## src/rtl/wdt_pkg.sv

```systemverilog
package wdt_pkg;
  typedef enum logic [1:0] {
    CMD_NONE  = 2'd0,
    CMD_CLEAR = 2'd1,
    CMD_SLEEP = 2'd2
  } wdt_cmd_e;
endpackage

```

## src/rtl/wdt_prescaler.sv

```systemverilog
module wdt_prescaler #(
  parameter int SEL_W = 3
) (
  input  logic             clk,
  input  logic             rst_n,
  input  logic             src_tick,
  input  logic             clr,
  input  logic [SEL_W-1:0] sel,
  output logic             out_tick
);
  localparam int PS_W = (1 << SEL_W) - 1;

  generate
    if (SEL_W == 0) begin : g_bypass
      assign out_tick = src_tick & ~clr;
    end else begin : g_div
      logic [PS_W-1:0] ps_q;
      logic [PS_W-1:0] mask;
      logic            wrap;

      // mask = 2^sel - 1, computed without overflow for sel = PS_W
      assign mask     = ~({PS_W{1'b1}} << sel);
      assign wrap     = ((ps_q & mask) == mask);
      assign out_tick = src_tick & wrap & ~clr;

      always_ff @(posedge clk or negedge rst_n) begin
        if (!rst_n) begin
          ps_q <= '0;
        end else if (clr) begin
          ps_q <= '0;
        end else if (src_tick) begin
          ps_q <= wrap ? '0 : ps_q + 1'b1;
        end
      end
    end
  endgenerate
endmodule

```

## src/rtl/wdt_counter.sv

```systemverilog
module wdt_counter #(
  parameter int CNT_W = 8
) (
  input  logic clk,
  input  logic rst_n,
  input  logic inc,
  input  logic clr,
  output logic ovf
);
  logic [CNT_W-1:0] cnt_q;

  assign ovf = inc & (&cnt_q) & ~clr;

  always_ff @(posedge clk or negedge rst_n) begin
    if (!rst_n) begin
      cnt_q <= '0;
    end else if (clr) begin
      cnt_q <= '0;
    end else if (inc) begin
      cnt_q <= cnt_q + 1'b1;
    end
  end
endmodule

```

## src/rtl/wdt_status.sv

```systemverilog
module wdt_status
  import wdt_pkg::*;
(
  input  logic     clk,
  input  logic     rst_n,
  input  wdt_cmd_e cmd,
  input  logic     ovf,
  output logic     to_flag,
  output logic     pd_flag,
  output logic     rst_pulse,
  output logic     wake_pulse
);
  logic asleep_q;

  always_ff @(posedge clk or negedge rst_n) begin
    if (!rst_n) begin
      to_flag    <= 1'b1;
      pd_flag    <= 1'b1;
      asleep_q   <= 1'b0;
      rst_pulse  <= 1'b0;
      wake_pulse <= 1'b0;
    end else begin
      rst_pulse  <= ovf & ~asleep_q;
      wake_pulse <= ovf & asleep_q;
      case (cmd)
        CMD_CLEAR: begin
          to_flag <= 1'b1;
          pd_flag <= 1'b1;
        end
        CMD_SLEEP: begin
          to_flag  <= 1'b1;
          pd_flag  <= 1'b0;
          asleep_q <= 1'b1;
        end
        default: begin
          if (ovf) begin
            to_flag  <= 1'b0;
            asleep_q <= 1'b0;
          end
        end
      endcase
    end
  end
endmodule

```

## src/rtl/wdt_top.sv

```systemverilog
module wdt_top
  import wdt_pkg::*;
#(
  parameter int CNT_W = 8,
  parameter int SEL_W = 3
) (
  input  logic             clk,
  input  logic             rst_n,
  input  logic             wdt_tick,
  input  logic             tmr_tick,
  input  logic             ps_to_wdt,
  input  logic [SEL_W-1:0] ps_sel,
  input  logic             clr_wdt,
  input  logic             sleep_req,
  output logic             wdt_reset,
  output logic             wdt_wake,
  output logic             tmr_inc,
  output logic             to_flag,
  output logic             pd_flag
);
  wdt_cmd_e cmd;
  logic     clr_any;
  logic     ps_src;
  logic     ps_clr;
  logic     ps_out;
  logic     cnt_inc;
  logic     cnt_ovf;

  always_comb begin
    if (sleep_req)    cmd = CMD_SLEEP;
    else if (clr_wdt) cmd = CMD_CLEAR;
    else              cmd = CMD_NONE;
  end

  assign clr_any = (cmd != CMD_NONE);
  assign ps_src  = ps_to_wdt ? wdt_tick : tmr_tick;
  assign ps_clr  = clr_any & ps_to_wdt;
  assign cnt_inc = ps_to_wdt ? ps_out : wdt_tick;
  assign tmr_inc = ps_to_wdt ? tmr_tick : ps_out;

  wdt_prescaler #(.SEL_W(SEL_W)) u_ps (
    .clk(clk), .rst_n(rst_n), .src_tick(ps_src), .clr(ps_clr),
    .sel(ps_sel), .out_tick(ps_out)
  );

  wdt_counter #(.CNT_W(CNT_W)) u_cnt (
    .clk(clk), .rst_n(rst_n), .inc(cnt_inc), .clr(clr_any), .ovf(cnt_ovf)
  );

  wdt_status u_st (
    .clk(clk), .rst_n(rst_n), .cmd(cmd), .ovf(cnt_ovf),
    .to_flag(to_flag), .pd_flag(pd_flag),
    .rst_pulse(wdt_reset), .wake_pulse(wdt_wake)
  );
endmodule

```

## config.mk

```make
export PLATFORM = sky130hd
export DESIGN_NAME = wdt_top
export DESIGN_NICKNAME = d
export VERILOG_FILES = /design/src/rtl/wdt_pkg.sv /design/src/rtl/wdt_prescaler.sv /design/src/rtl/wdt_counter.sv /design/src/rtl/wdt_status.sv /design/src/rtl/wdt_top.sv
export SDC_FILE = /design/constraint.sdc
export NUM_CORES = 1
export LEC_CHECK = 0
export BUFFER_PORTS_ARGS = -buffer_cell sky130_fd_sc_hd__buf_2
export CORE_MARGIN = 4
export CORE_UTILIZATION = 45
export CTS_BUF_LIST = sky130_fd_sc_hd__clkbuf_4 sky130_fd_sc_hd__clkbuf_8
export CTS_CLUSTER_SIZE = 24
export DETAILED_ROUTE_END_ITERATION = 6
export PLACE_DENSITY_LB_ADDON = 0.05
export SLEW_MARGIN = 20
export SYNTH_ARGS = -nofsm -noshare
export SYNTH_HDL_FRONTEND = slang
export SYNTH_SLANG_ARGS = --single-unit
```

## constraint.sdc

```tcl
create_clock -name clk -period 3.9 [get_ports clk]
set_input_delay 0.78 -clock clk [delete_from_list [all_inputs] [get_ports clk]]
set_output_delay 0.78 -clock clk [all_outputs]
set_load 0.05 [all_outputs]
```

==> results.yml <==
sta:
  fin_crit_sh: 0.697
  setup_viol: 0
  tightest_slew_ns: 0.566
  period_needed_ns: 2.72
  fin_skew_ns: 0.00170
  fin_ws_ns: 1.18
  setup-tns-final_ns: 0
  rsz0062_at_grt: "no"
  fmax_ghz: 0.368
  relSlewSlack: 0.620
  slew_violations: 0
  finalHoldViolCount: 0
worst_setup_path:
  critical_path_buf_inv_count: 2
  cp_slowest_cell: "a21boi_0"
  crit_family: "compound AO/OA/AOI/OAI gates"
  crit_path_start_kind: "input pin"
  cp.required_ns: 3.12
  cp_cell_sequence: "buf_2 > nand2b_1 > a21boi_0 > o21a_1 > nor2_1 > o21a_1 > buf_2"
  arrival_ns: 1.94
  crit_path_end_kind: "output port"
  critPathMaxFanout: 5
  rrSetupSlack_ns: 2.13
  path_class: "in -> out"
  critPathMaxStageDelay_ns: 0.30
grt:
  antenna_found_initial: 0
  gr-usage-met2: 0.305
  grt_max_degree: 21
  grt_use_met1: 0.207
  grt.total_usage: 0.172
  grt_pass1_vias: 1027
  overflow: 0
  grt_first_pass_wirelength_um: 4550
  busiest_layer: "met2"
  grt_use_met3: 0.0307
yosys:
  synthCells: 123
  syn_nets: 135
  synth_edf_count: 0
  synth_warnings: 0
  syn_area_sq_um: 1150
  synth_seq_area_share: 0.436
  avgSynthCellArea_sq_um: 9.39
  async_flop_share: 1.00
  ys_ff_latch: 20
  synthDistinctLibCells: 40
  synthFlopType: "dfrtp_1"
die:
  io_pins: 15
  start_util: 0.470
  die_area_sq_um: 3440
  die_h_um: 58.7
  die_x_um: 58.7
  core_area_sq_um: 2450
  rows: 18
placement:
  dp_hpwl_um: 1970
  port_buffers: 14
  place_ws_ns: 1.20
  gp_congestion: 0.877
drt:
  routed_wl_um: 2620
  vias_per_cell: 5.95
  firstDrtPassIters: 4
  antenna_left: 0
  routed-via-count: 1011
  drtIter0Drc: 37
  drc: 0
  detail_route.wl_per_cell_um: 15.4
clock_network:
  cts_resized: 0
  cts_buffers: 3
  worstSkewPairLatency_ns: 0.30
  clk_pin_slew_worst_paths_ns: 0.12
  cts_tree: "yes"
  cts-root-buf: "clkbuf_4"
  ctsLongestPathBuffers: 2
  cts_max_level: 1
  hold_buffers: 0
  post_cts_buffers: 0
  cts.sinks: 20
power:
  ir_worst_vdd_v: 0.000161
  power.density_nw_per_um2: 309
  leakage_nw: 0.551
finish:
  layout_common_cells: "dfrtp_1 (18), buf_2 (14), nand2_1 (13)"
  layout-drive-gt1-share: 0.214
  antenna_cells: 0
  layout_commonest_cell: "dfrtp_1"
  layout.nets: 153
  nFillCells: 241
  area_growth_syn_to_layout_pct: 11.5
worst_hold_path:
  hp-class: "in -> async"
outcome:
  status: "finished, final reports clean"
flow_run:
  maxCapViolCount: 0
[area by class of cell]
cell class	count	area, sq um	area share
Timing Repair Buffer	14	70.1	0.0544
Tap cell	30	37.5	0.0292
Sequential cell	20	503	0.391
Clock buffer	4	36.3	0.0282
Inverter	5	18.8	0.0146
Multi-Input combinational cell	97	622	0.483
[sequential cells by signal, indices dropped and copies added (netlist names)]
signal and cells:
u_st.asleep_q 1, u_ps.g_div.ps_q 7, u_st.wake_pulse 1, u_st.rst_pulse 1
u_st.to_flag 1, u_st.pd_flag 1, u_cnt.cnt_q 8
[logic make-up (layout without fill, tap and decap cells)]
kind of cell | count (synthesis) | in the layout | share of synthesized area
DFF | 20 | 20 | 0.436
muxes | 4 | 4 | 0.0347
buffers and inverters | 6 | 23 | 0.0260
AOI/OAI and AO/OA | 29 | 29 | 0.184
xor gates and xnor gates | 4 | 4 | 0.0303
adders and majority gates | 2 | 2 | 0.0217
and+or+nand+nor | 58 | 58 | 0.268
[path summary, 6_finish.rpt]
check	cells past startpoint	start	end
max	7	ps_sel[0]	tmr_inc
min	1	rst_n	u_cnt.cnt_q[7]
max reg2reg	4	u_ps.g_div.ps_q[4]	u_cnt.cnt_q[7]
min reg2reg	1	u_st.asleep_q	u_st.rst_pulse
max in group asynchronous	1	rst_n	u_st.pd_flag
min in group clk	1	u_st.asleep_q	u_st.rst_pulse
[metal layers]
layer / part of all wire / up-vias
li1: - / 492
met1: 0.44 / 490
met2: 0.51 / 25
met3: 0.039 / 4
met4: 0.011 / 0
met5: 0 / -
[metrics by stage]
step	hold slack (ns)	cells	utilization	instance area (sq um)	power, mW
6_report	0.412	170	0.524	1290	0.398
5_1_grt	0.428	170	0.524	1290	0.419
4_1_cts	0.414	170	0.524	1290	0.404
3_5_place_dp	0.455	166	0.510	1250	0.278
3_3_place_gp	0.449	166	0.510	1250	0.276
2_1_floorplan	0.438	123	-	1150	0.257
[power breakdown]
part           total, mW  switching [mW]  internal (mW)  leakage (nW)
Combinational     0.0563          0.0382         0.0181         0.265
Clock              0.123          0.0666         0.0569        0.0210
Sequential         0.218         0.00555          0.212         0.266
Total              0.398           0.110          0.287         0.551
[Yosys cell counts (2+ instances only)]
cell,number,area share
dfstp_2,2,0.046
a211oi_1,4,0.026
o21a_1,2,0.013
dfrtp_1,18,0.39
o21ai_0,4,0.017
o22a_1,2,0.015
and3_1,3,0.016
nor3_1,8,0.035
nor2_1,7,0.023
inv_1,5,0.016
or3_2,4,0.026
a21oi_1,5,0.022
o31ai_1,3,0.020
xnor2_1,3,0.023
or4_1,2,0.013
ha_1,2,0.022
nand2_1,13,0.042
nand2b_1,2,0.011
nand3_1,10,0.043
mux2i_1,4,0.035
Power figures use the tool's default switching activity.
